### src/rtl/ir_cap_pkg.sv
package ir_cap_pkg;
  localparam int ADDR_W = 6;

  localparam logic [ADDR_W-1:0] A_CFG     = 6'h00;
  localparam logic [ADDR_W-1:0] A_PERIOD  = 6'h01;
  localparam logic [ADDR_W-1:0] A_FILTER  = 6'h02;
  localparam logic [ADDR_W-1:0] A_RESTART = 6'h03;
  localparam logic [ADDR_W-1:0] A_IRQEN   = 6'h04;
  localparam logic [ADDR_W-1:0] A_IRQCLR  = 6'h05;
  localparam logic [ADDR_W-1:0] A_BANK    = 6'h20;

  localparam int CFG_CAP_BIT = 0;
  localparam int CFG_PWD_BIT = 13;
  localparam int CFG_EOM_LSB = 16;
  localparam int FLT_DG_LSB  = 8;

  typedef enum logic [1:0] {
    ST_IDLE = 2'd0,
    ST_RUN  = 2'd1,
    ST_DONE = 2'd2
  } cap_state_e;
endpackage

### src/rtl/ir_sync_filter.sv
module ir_sync_filter #(
  parameter int DG_W = 5
) (
  input  logic            clk,
  input  logic            rst_n,
  input  logic            din,
  input  logic [DG_W-1:0] dg_need,
  output logic            level
);
  logic            s1_q, s2_q;
  logic            lvl_q, lvl_d;
  logic [DG_W-1:0] run_q, run_d;
  logic [DG_W:0]   need_eff;
  logic [DG_W:0]   run_nxt;

  always_comb begin
    need_eff = (dg_need == '0) ? (DG_W+1)'(1) : {1'b0, dg_need};
    run_nxt  = {1'b0, run_q} + (DG_W+1)'(1);
    lvl_d    = lvl_q;
    run_d    = '0;
    if (s2_q != lvl_q) begin
      if (run_nxt >= need_eff) begin
        lvl_d = s2_q;
      end else begin
        run_d = run_nxt[DG_W-1:0];
      end
    end
  end

  always_ff @(posedge clk or negedge rst_n) begin
    if (!rst_n) begin
      s1_q  <= 1'b0;
      s2_q  <= 1'b0;
      lvl_q <= 1'b0;
      run_q <= '0;
    end else begin
      s1_q  <= din;
      s2_q  <= s1_q;
      lvl_q <= lvl_d;
      run_q <= run_d;
    end
  end

  assign level = lvl_q;

  // agreement between synchronized input and filtered level keeps the level
  p_hold_level_r9: assert property (@(posedge clk) disable iff (!rst_n)
    (s2_q == lvl_q) |=> $stable(lvl_q));
endmodule

### src/rtl/ir_tick_gen.sv
module ir_tick_gen #(
  parameter int DIV_W = 16
) (
  input  logic             clk,
  input  logic             rst_n,
  input  logic [DIV_W-1:0] period,
  output logic             tick
);
  logic [DIV_W-1:0] cnt_q, cnt_d;

  always_comb begin
    tick  = (cnt_q >= period);
    cnt_d = tick ? '0 : cnt_q + 1'b1;
  end

  always_ff @(posedge clk or negedge rst_n) begin
    if (!rst_n) cnt_q <= '0;
    else        cnt_q <= cnt_d;
  end

  // with a nonzero period two ticks are never adjacent
  p_tick_gap_r10: assert property (@(posedge clk) disable iff (!rst_n)
    (tick && period != '0) |=> (!tick || period == '0));
endmodule

### src/rtl/ir_width_fsm.sv
module ir_width_fsm
  import ir_cap_pkg::*;
#(
  parameter int ENTRIES = 68,
  parameter int IDX_W   = 7,
  parameter int EOM_W   = 7,
  parameter int CNT_W   = 16
) (
  input  logic             clk,
  input  logic             rst_n,
  input  logic             level,
  input  logic             tick,
  input  logic             enable,
  input  logic             restart,
  input  logic [EOM_W-1:0] eom_mult,
  output logic             wr_en,
  output logic [IDX_W-1:0] wr_idx,
  output logic [7:0]       wr_byte,
  output logic             done_evt
);
  cap_state_e       state_q, state_d;
  logic [IDX_W-1:0] idx_q, idx_d;
  logic [CNT_W-1:0] cnt_q, cnt_d;
  logic             lvl_q;
  logic [EOM_W-1:0] eom_eff;
  logic [CNT_W-1:0] thr;
  logic [CNT_W-1:0] cnt_start, cnt_inc;
  logic [7:0]       sat_byte;

  always_comb begin
    eom_eff   = (eom_mult == '0) ? EOM_W'(1) : eom_mult;
    thr       = CNT_W'({eom_eff, 8'h00});
    cnt_start = CNT_W'(tick);
    cnt_inc   = (tick && cnt_q != '1) ? cnt_q + 1'b1 : cnt_q;
    sat_byte  = (cnt_q > CNT_W'(255)) ? 8'hFF : cnt_q[7:0];

    state_d  = state_q;
    idx_d    = idx_q;
    cnt_d    = cnt_q;
    wr_en    = 1'b0;
    wr_byte  = 8'h00;
    done_evt = 1'b0;

    if (restart) begin
      state_d = ST_IDLE;
      idx_d   = '0;
      cnt_d   = '0;
    end else begin
      case (state_q)
        ST_IDLE: begin
          if (enable && level) begin
            state_d = ST_RUN;
            cnt_d   = cnt_start;
          end
        end
        ST_RUN: begin
          if (enable) begin
            if (level != lvl_q) begin
              wr_en   = 1'b1;
              wr_byte = sat_byte;
              cnt_d   = cnt_start;
              if (idx_q == IDX_W'(ENTRIES-1)) begin
                state_d  = ST_DONE;
                done_evt = 1'b1;
              end else begin
                idx_d = idx_q + 1'b1;
              end
            end else if (!level && cnt_q >= thr) begin
              wr_en    = 1'b1;
              wr_byte  = 8'h00;
              state_d  = ST_DONE;
              done_evt = 1'b1;
            end else begin
              cnt_d = cnt_inc;
            end
          end
        end
        default: ;
      endcase
    end
  end

  always_ff @(posedge clk or negedge rst_n) begin
    if (!rst_n) begin
      state_q <= ST_IDLE;
      idx_q   <= '0;
      cnt_q   <= '0;
      lvl_q   <= 1'b0;
    end else begin
      state_q <= state_d;
      idx_q   <= idx_d;
      cnt_q   <= cnt_d;
      lvl_q   <= level;
    end
  end

  assign wr_idx = idx_q;

  // entries are written only while a message is being captured
  p_write_in_run_r1: assert property (@(posedge clk) disable iff (!rst_n)
    wr_en |-> (state_q == ST_RUN));

  // a finished capture stays frozen until restart
  p_done_hold_r3: assert property (@(posedge clk) disable iff (!rst_n)
    (state_q == ST_DONE && !restart) |=> (state_q == ST_DONE && !wr_en));

  // the write index never runs past the bank
  p_idx_bound_r5: assert property (@(posedge clk) disable iff (!rst_n)
    idx_q < IDX_W'(ENTRIES));
endmodule

### src/rtl/ir_capture_bank.sv
module ir_capture_bank #(
  parameter int N_WORDS = 17,
  parameter int IDX_W   = 7,
  parameter int SEL_W   = 5
) (
  input  logic             clk,
  input  logic             rst_n,
  input  logic             clear,
  input  logic             wr_en,
  input  logic [IDX_W-1:0] wr_idx,
  input  logic [7:0]       wr_byte,
  input  logic [SEL_W-1:0] rd_sel,
  output logic [31:0]      rd_data
);
  localparam int ENTRIES = 4 * N_WORDS;

  logic [ENTRIES-1:0][7:0] bytes;
  logic [N_WORDS-1:0][31:0] words;

  for (genvar e = 0; e < ENTRIES; e++) begin : g_ent
    logic [7:0] ent_q;
    logic       hit;
    assign hit = wr_en && (wr_idx == IDX_W'(e));
    always_ff @(posedge clk or negedge rst_n) begin
      if (!rst_n)     ent_q <= 8'h00;
      else if (clear) ent_q <= 8'h00;
      else if (hit)   ent_q <= wr_byte;
    end
    assign bytes[e] = ent_q;
  end

  for (genvar w = 0; w < N_WORDS; w++) begin : g_word
    assign words[w] = {bytes[4*w+3], bytes[4*w+2], bytes[4*w+1], bytes[4*w]};
  end

  always_comb begin
    rd_data = 32'h0;
    if (rd_sel < SEL_W'(N_WORDS)) rd_data = words[rd_sel];
  end

  // restart empties every entry
  p_clear_bank_r7: assert property (@(posedge clk) disable iff (!rst_n)
    clear |=> (bytes == '0));
endmodule

### src/rtl/ir_pw_capture.sv
module ir_pw_capture
  import ir_cap_pkg::*;
#(
  parameter int N_WORDS = 17,
  parameter int DIV_W   = 16,
  parameter int DG_W    = 5,
  parameter int EOM_W   = 7
) (
  input  logic              clk,
  input  logic              rst_n,
  input  logic              ir_in,
  input  logic              bus_wr,
  input  logic [ADDR_W-1:0] bus_addr,
  input  logic [31:0]       bus_wdata,
  output logic [31:0]       bus_rdata,
  output logic              irq
);
  localparam int ENTRIES = 4 * N_WORDS;
  localparam int IDX_W   = $clog2(ENTRIES);
  localparam int SEL_W   = $clog2(N_WORDS);
  localparam int CNT_W   = EOM_W + 9;

  logic             cap_en_q, cap_en_d;
  logic             pwd_en_q, pwd_en_d;
  logic [EOM_W-1:0] eom_q, eom_d;
  logic [DIV_W-1:0] period_q, period_d;
  logic [DG_W-1:0]  dg_q, dg_d;
  logic             irq_en_q, irq_en_d;
  logic             pend_q, pend_d;

  logic             restart, ack;
  logic             level, tick;
  logic             wr_en, done_evt;
  logic [IDX_W-1:0] wr_idx;
  logic [7:0]       wr_byte;
  logic [ADDR_W-1:0] bank_off;
  logic [31:0]      bank_data;
  logic             in_bank;
  logic             unused_wdata;

  assign unused_wdata = ^bus_wdata;

  always_comb begin
    restart  = bus_wr && bus_addr == A_RESTART && bus_wdata[0];
    ack      = bus_wr && bus_addr == A_IRQCLR  && bus_wdata[0];
    cap_en_d = cap_en_q;
    pwd_en_d = pwd_en_q;
    eom_d    = eom_q;
    period_d = period_q;
    dg_d     = dg_q;
    irq_en_d = irq_en_q;
    if (bus_wr) begin
      case (bus_addr)
        A_CFG: begin
          cap_en_d = bus_wdata[CFG_CAP_BIT];
          pwd_en_d = bus_wdata[CFG_PWD_BIT];
          eom_d    = bus_wdata[CFG_EOM_LSB +: EOM_W];
        end
        A_PERIOD: period_d = bus_wdata[DIV_W-1:0];
        A_FILTER: dg_d     = bus_wdata[FLT_DG_LSB +: DG_W];
        A_IRQEN:  irq_en_d = bus_wdata[0];
        default: ;
      endcase
    end
    if (done_evt)  pend_d = 1'b1;
    else if (ack)  pend_d = 1'b0;
    else           pend_d = pend_q;
  end

  always_ff @(posedge clk or negedge rst_n) begin
    if (!rst_n) begin
      cap_en_q <= 1'b0;
      pwd_en_q <= 1'b0;
      eom_q    <= '0;
      period_q <= '0;
      dg_q     <= '0;
      irq_en_q <= 1'b0;
      pend_q   <= 1'b0;
    end else begin
      cap_en_q <= cap_en_d;
      pwd_en_q <= pwd_en_d;
      eom_q    <= eom_d;
      period_q <= period_d;
      dg_q     <= dg_d;
      irq_en_q <= irq_en_d;
      pend_q   <= pend_d;
    end
  end

  assign irq = pend_q & irq_en_q;

  ir_sync_filter #(.DG_W(DG_W)) u_filter (
    .clk(clk), .rst_n(rst_n), .din(ir_in), .dg_need(dg_q), .level(level)
  );

  ir_tick_gen #(.DIV_W(DIV_W)) u_tick (
    .clk(clk), .rst_n(rst_n), .period(period_q), .tick(tick)
  );

  ir_width_fsm #(.ENTRIES(ENTRIES), .IDX_W(IDX_W), .EOM_W(EOM_W), .CNT_W(CNT_W)) u_fsm (
    .clk(clk), .rst_n(rst_n), .level(level), .tick(tick),
    .enable(cap_en_q & pwd_en_q), .restart(restart), .eom_mult(eom_q),
    .wr_en(wr_en), .wr_idx(wr_idx), .wr_byte(wr_byte), .done_evt(done_evt)
  );

  assign bank_off = bus_addr - A_BANK;
  assign in_bank  = (bus_addr >= A_BANK) && (bank_off < ADDR_W'(N_WORDS));

  ir_capture_bank #(.N_WORDS(N_WORDS), .IDX_W(IDX_W), .SEL_W(SEL_W)) u_bank (
    .clk(clk), .rst_n(rst_n), .clear(restart), .wr_en(wr_en), .wr_idx(wr_idx),
    .wr_byte(wr_byte), .rd_sel(bank_off[SEL_W-1:0]), .rd_data(bank_data)
  );

  always_comb begin
    bus_rdata = 32'h0;
    if (in_bank) begin
      bus_rdata = bank_data;
    end else begin
      case (bus_addr)
        A_CFG: begin
          bus_rdata[CFG_CAP_BIT]            = cap_en_q;
          bus_rdata[CFG_PWD_BIT]            = pwd_en_q;
          bus_rdata[CFG_EOM_LSB +: EOM_W]   = eom_q;
        end
        A_PERIOD: bus_rdata[DIV_W-1:0]       = period_q;
        A_FILTER: bus_rdata[FLT_DG_LSB +: DG_W] = dg_q;
        A_IRQEN:  bus_rdata[0]               = irq_en_q;
        default: ;
      endcase
    end
  end

  // an acknowledge with no new completion drops the interrupt
  p_irq_ack_r8: assert property (@(posedge clk) disable iff (!rst_n)
    (ack && !done_evt) |=> !irq);

  // a completion with the enable held raises the interrupt
  p_irq_raise_r3: assert property (@(posedge clk) disable iff (!rst_n)
    (done_evt && irq_en_q && !(bus_wr && bus_addr == A_IRQEN)) |=> irq);
endmodule

### config.mk
export PLATFORM = sky130hd
export DESIGN_NAME = ir_pw_capture
export DESIGN_NICKNAME = d
export VERILOG_FILES = /design/src/rtl/ir_cap_pkg.sv /design/src/rtl/ir_sync_filter.sv /design/src/rtl/ir_tick_gen.sv /design/src/rtl/ir_width_fsm.sv /design/src/rtl/ir_capture_bank.sv /design/src/rtl/ir_pw_capture.sv
export SDC_FILE = /design/constraint.sdc
export NUM_CORES = 1
export LEC_CHECK = 0
export CORE_MARGIN = 1
export CORE_UTILIZATION = 40
export CTS_CLUSTER_DIAMETER = 40
export CTS_CLUSTER_SIZE = 8
export DETAILED_ROUTE_END_ITERATION = 16
export SKIP_LAST_GASP = 1
export SLEW_MARGIN = 10
export SYNTH_ARGS = -nofsm -noshare
export SYNTH_HDL_FRONTEND = slang
export SYNTH_SLANG_ARGS = --single-unit
### constraint.sdc
create_clock -name clk -period 3.8 [get_ports clk]
set_clock_uncertainty 0.05 [all_clocks]
set_input_delay 0.38 -clock clk [delete_from_list [all_inputs] [get_ports clk]]
set_output_delay 0.38 -clock clk [all_outputs]
set_load 0.01 [all_outputs]
Word level (Yosys, flattened, before mapping) --
Cells that the tools add are included.
Storage, ports and cells: flip-flop bits (word level) 626, output and inout bits 33, word-level logic and storage cells 532
Operators by class: add/subtract/negate cells 5, order comparisons 8, eq/ne operators 83, mux-type cells 187, bitwise operators 2, reductions and logical operators 163
Operators with widths (number):
- $mux W8 | 140
- $eq A7 B6 Y1 const B | 32
- $bmux W32 S5 | 1
- $reduce_bool A2 Y1 | 72
- $eq A7 B5 Y1 const B | 16
- $mux W16 | 7
- $logic_and A1 B1 Y1 | 76
- $mux W32 | 2
- $eq A7 B4 Y1 const B | 8
- $mux W7 | 8
- $add A16 B1 Y16 const B | 2
- $pmux W16 S2 | 1
- $eq A7 B3 Y1 const B | 4
- $eq A7 B7 Y1 const B | 4
- $mux W23 | 1
- $ge A16 B15 Y1 | 1
- $ge A16 B16 Y1 | 1
- $gt A16 B8 Y1 const B | 1
- $ne A16 B16 Y1 const B | 1
- $mux W5 | 3
- $eq A7 B2 Y1 const B | 2
- $logic_not A7 Y1 | 2
- $mux W2 | 7
- $eq A6 B2 Y1 const B | 2
- 32 further kinds | 54

Longest topological paths before layout --
depth after elaboration 12, mapped depth 12, mapped depth without buffers 9

By module --
Synthesis repeated with hierarchy kept, for this count alone.
Unflattened totals: cell total of the unflattened synthesis 3292, area, all modules 32331.0 sq um
Modules (own cells, without submodules):
- ir_capture_bank | instances 1, cells each 2759, area each 27091.0 sq um, sequential area each 13613.1 sq um
- ir_width_fsm | instances 1, cells each 220, area each 1963.1 sq um, sequential area each 650.6 sq um
- ir_pw_capture | instances 1, cells each 146, area each 1720.4 sq um, sequential area each 800.8 sq um
- ir_tick_gen | instances 1, cells each 125, area each 1107.3 sq um, sequential area each 400.4 sq um
- ir_sync_filter | instances 1, cells each 42, area each 449.2 sq um, sequential area each 200.2 sq um

Worst setup path after synthesis --
Ideal clock, no wire load.
kind reg2reg, start reg eom_q[2], end reg u_bank.g_ent[56].ent_q[0], arrival 2.712 ns, data required time 3.671 ns, slack 0.959 ns, stages on the path, launching flop included 13, cell sequence dfrtp_1 > nor4_1 > a31o_2 > ha_1 > and3_1 > a31oi_1 > a21oi_1 > nor4_1 > buf_2 > clkbuf_1 > nand4b_1 > buf_2 > mux2i_1
On the way: cells in the longest elaborated chain, start to end 11
RTL lines:
- start: declaration | RTL line ir_pw_capture.sv:25 | logic [EOM_W-1:0] eom_q, eom_d;
- start signal: assignment | RTL line ir_pw_capture.sv:82 | eom_q <= eom_d;
- $logic_not A7 Y1 | RTL line ir_width_fsm.sv:31 | eom_eff = (eom_mult == '0) ? EOM_W'(1) : eom_mult;
- $mux W7 * | RTL line ir_width_fsm.sv:31
- $ge A16 B15 Y1 * | RTL line ir_width_fsm.sv:68 | end else if (!level && cnt_q >= thr) begin
- $logic_and A1 B1 Y1 * | RTL line ir_width_fsm.sv:68
- $mux W1 * | RTL line ir_width_fsm.sv:68
- $mux W1 * | RTL line ir_width_fsm.sv:58 | if (level != lvl_q) begin
- $mux W1 * | RTL line ir_width_fsm.sv:57 | if (enable) begin
- $mux W1 * | RTL line ir_width_fsm.sv:49 | case (state_q)
- $mux W1 * | RTL line ir_width_fsm.sv:44 | if (restart) begin
- $logic_and A1 B1 Y1 * | RTL line ir_capture_bank.sv:23 | assign hit = wr_en && (wr_idx == IDX_W'(e));
- $reduce_bool A2 Y1 (no source line) *
- end signal: assignment | RTL line ir_capture_bank.sv:27 | else if (hit) ent_q <= wr_byte;
- end: declaration | RTL line ir_capture_bank.sv:21 | logic [7:0] ent_q;
Every way passes the cells marked *; elsewhere a longest branch is shown, timed or not. A chain may end at the register's enable or synchronous reset.

Worst setup path after layout --
start in bus_addr[0], end out bus_rdata[22]
On the way: cells in the longest elaborated chain, start to end 5
RTL lines:
- start: declaration | RTL line ir_pw_capture.sv:13 | input logic [ADDR_W-1:0] bus_addr,
- $sub A6 B6 Y6 | RTL line ir_pw_capture.sv:106 | assign bank_off = bus_addr - A_BANK;
- $bmux W32 S5 | RTL line ir_capture_bank.sv:38 | if (rd_sel < SEL_W'(N_WORDS)) rd_data = words[rd_sel];
- $mux W32 (not written as such) | RTL line ir_capture_bank.sv:38
- $mux W32 | RTL line ir_capture_bank.sv:38
- $mux W23 * | RTL line ir_pw_capture.sv:116 | if (in_bank) begin
- end: declaration | RTL line ir_pw_capture.sv:15 | output logic [31:0] bus_rdata,
Every way passes the cells marked *; elsewhere a longest branch is shown, timed or not. The select of a mux whose other input is x is not followed.

==> metrics <==
crit path buf inv count=4; Top delay family on crit path=buffers and inverters; vias in the first global route=25300; Mapped Area=32000 µm²; HP Class=input port to flip-flop; Static Leakage=15.5 nW; Peak VDD IR=0.000349 V; cts bufs inserted=106; clk sinks=626; H-tree depth=3; Int Power=13.5 mW; area leader, netlist=dfrtp_1; Net Count, Synth=2911; # Max-Cap Violations=0; Layout fillers=6898; CORE AREA=79000 µm²; Pwr per Cell Area=501 nW/µm²; Die ar.=81100 µm²; commonest non-fill, non-tap cell in the layout=dfrtp_1; GP Congestion=0.858; Boundary Pins=75; post-synth cell types=66; largest net degree at the start of global routing=111; worst rel slew slack=21.9%; post-DR wirelength/cell=24.3 µm; status=completed; WP data required=3370 ps; CP Capture Type=primary output; Synth Flop Type=dfrtp_1; vias per inst=6.25; most frequent cells in the layout=626 x dfrtp_1, 449 x o211ai_1, 396 x o21ai_1, 160 x mux4_2, 147 x nand2_1; fmax=285 MHz; worst-skew pair later-pin latency=660 ps; via count=24500; CP arrival=3080 ps; final hold violations=0; All-Layer GR Usage=23.8%; crit path kind=input port to primary output; grt ovf=0; final worst path period share=92.4%; final core occ=47.5%; Yosys top cell area share=49.0%; DRT Wirelength=95300 µm; Setup violations, final=0; layout cell share with drive strength beyond 1=19.8%; drt first pass iters=5; Hold Startpoint=ir_in; Sw Ratio=28.3%; area grow syn2layout=17.3%; Mapped Cells=2833; setup TNS=0 ps; Clk Tree Root Cell=clkbuf_16; clock share of power=48.1%; Logic pwr share=14.2%; post-layout min period=3510 ps; Die X=285 µm; synth warn=0; worst r2r src=eom_q[2]; crit-path most repeated cell=mux4_2; post-route ant nets=0; DRC viols=0; clk buf depth=3; initial DRC count=2297; clock transition at the registers of the reported paths=50 ps; CP max stage delay=570 ps; row cnt=103; async set or reset register ratio after synthesis=100%; IO buf count=65; Initial Util=40.5%; Final Slew Violations=0; TritonCTS clock tree=yes; Worst-Margin Slew=1170 ps; Die Ht=285 µm; slowest cell on the critical path=mux4_2; R2R setup slack=350 ps; Net Switching=5.31 mW; RSZ-0062 raised after global routing=no; nets=2893; CP Launch Point=bus_addr[0]; synth top area cells=dfrtp_1 49%, mux4_2 11%, o211ai_1 11%; Worst Setup Start Kind=input port; CP max FO=31; crit path cell chain=clkbuf_8 -> buf_12 -> mux4_2 -> mux4_2 -> inv_1 -> o21ai_0 -> clkdlybuf4s50_1; Yosys reg bits=626; Avg Cell Area, Syn=11.3 µm²; sequential share of the synthesized area=49.0%; Post-DP HPWL=62200 µm; PostCTS Resize Cnt=0; sequential share of power=37.7%; first-pass GRT wire length=152000 µm; Post-synth EDFFs=0; initial antenna violation count=1
==> stage by stage <==
stage	worst slack (ps)	hold slack, ps	cells	total power, mW	area [µm²]
floorplan	959	34.4	2833	8.73	32000
global placement	281	308	3756	9.73	34200
detailed placement	278	310	3756	9.79	34200
CTS	301	91.3	3927	18.9	37500
global route	140	115	3927	19.4	37500
finish	288	120	3928	18.8	37500
==> synthesized netlist by cell type, types with 4 or more instances <==
cell type and count:
o41ai_1 4, xor2_1 17, a21oi_1 16, a222oi_1 6
or2_0 51, nand4b_1 13, a221o_1 4, buf_1 29
and2_1 17, nand4_1 10, ha_1 36, nor3_1 9
a41oi_1 5, nand3_1 16, dfrtp_1 626, o31ai_1 4
mux2_2 32, a31oi_1 5, nand3_4 6, and3_1 17
nor2_1 46, nor2b_1 7, mux4_2 160, xnor2_1 8
nand3_2 49, clkbuf_1 248, or2_1 6, o311ai_0 5
buf_4 15, a22oi_1 17, o21ai_1 396, nor4_1 6
inv_1 60, o21ai_0 92, o21a_1 6, nand2_1 147
buf_2 36, a21o_1 6, o211ai_1 449, nand2b_1 5
mux2i_1 99, nor3b_1 6
==> logic make-up (layout without fill, tap and decap cells) <==
| group | count (synthesis) | after routing | synth area share, % |
|---|---|---|---|
| AOI/OAI and AO/OA | 1033 | 1033 | 20.5 |
| xor gates and xnor gates | 25 | 25 | 0.685 |
| adders and majority gates | 36 | 36 | 1.41 |
| buffers and inverters | 392 | 436 | 4.99 |
| DFF | 626 | 626 | 49.0 |
| muxes | 291 | 291 | 15.5 |
| other | 0 | 1 | 0 |
| and+or+nand+nor | 430 | 430 | 7.86 |
==> registers in the layout (all words and copies together) (netlist names), 2 cells and up <==
| register | count |
|---|---|
| u_filter.run_q | 5 |
| period_q | 16 |
| u_tick.cnt_q | 16 |
| u_fsm.cnt_q | 16 |
| eom_q | 7 |
| dg_q | 5 |
| u_fsm.state_q | 2 |
| u_bank.g_ent.ent_q | 544 |
| u_fsm.wr_idx | 7 |
==> worst reg2reg max path, stage by stage (launching register included) <==
cell and delay (ps):
dfrtp_1 450, nor4_1 300, a31o_2 200, ha_1 220
and3_1 190, a31oi_1 210, a21oi_1 140, nor4_2 340
buf_4 240, buf_12 230, or2_0 580, o21ai_1 140
==> path summary, 6_finish.rpt <==
check                                             to  cells past startpoint
setup / recovery                       bus_rdata[22]                      7
hold / removal                         u_filter.s1_q                      1
setup reg to reg           u_bank.g_ent[23].ent_q[7]                     11
hold reg to reg                        u_filter.s2_q                      0
max in group asynchronous   u_bank.g_ent[7].ent_q[4]                      4
min in group asynchronous          u_filter.run_q[1]                      2
==> layer usage <==
metal	up-vias	part of all wire (%)	wire length, µm	global-route usage, %
met1	12700	43	40600	32.3
met3	198	6.8	6460	4.53
met4	0	3.3	3160	9.26
li1	10700	-	-	-
met5	-	0	0	0
met2	947	47	45100	37.6
==> timing repair <==
| action | 4_1_cts | 5_1_grt |
|---|---|---|
| hold endpoints to repair | 90 | 0 |
| hold buffers | 1 | 0 |
| setup buffers | 0 | 0 |
==> power groups by stage <==
stage	Sequential [mW]	Combinational, mW	Clock [mW]
2_1_floorplan	7.03	1.70	0
3_3_place_gp	7.17	2.56	0
3_5_place_dp	7.18	2.61	0
4_1_cts	7.07	2.64	9.18
5_1_grt	7.09	2.88	9.46
6_report	7.07	2.66	9.04
==> cell type report <==
type / instances / area (µm²) / share of cell area [%]
antenna: 1 / 2.50 / 0.00667
clock buffer: 142 / 3010 / 8.02
clock inverter: 28 / 323 / 0.861
inverter: 60 / 225 / 0.600
multi-input combinational: 1815 / 14800 / 39.5
sequential: 626 / 15700 / 41.8
tap: 1050 / 1310 / 3.50
timing repair buffer: 206 / 2140 / 5.70
Power figures use the tool's default switching activity.
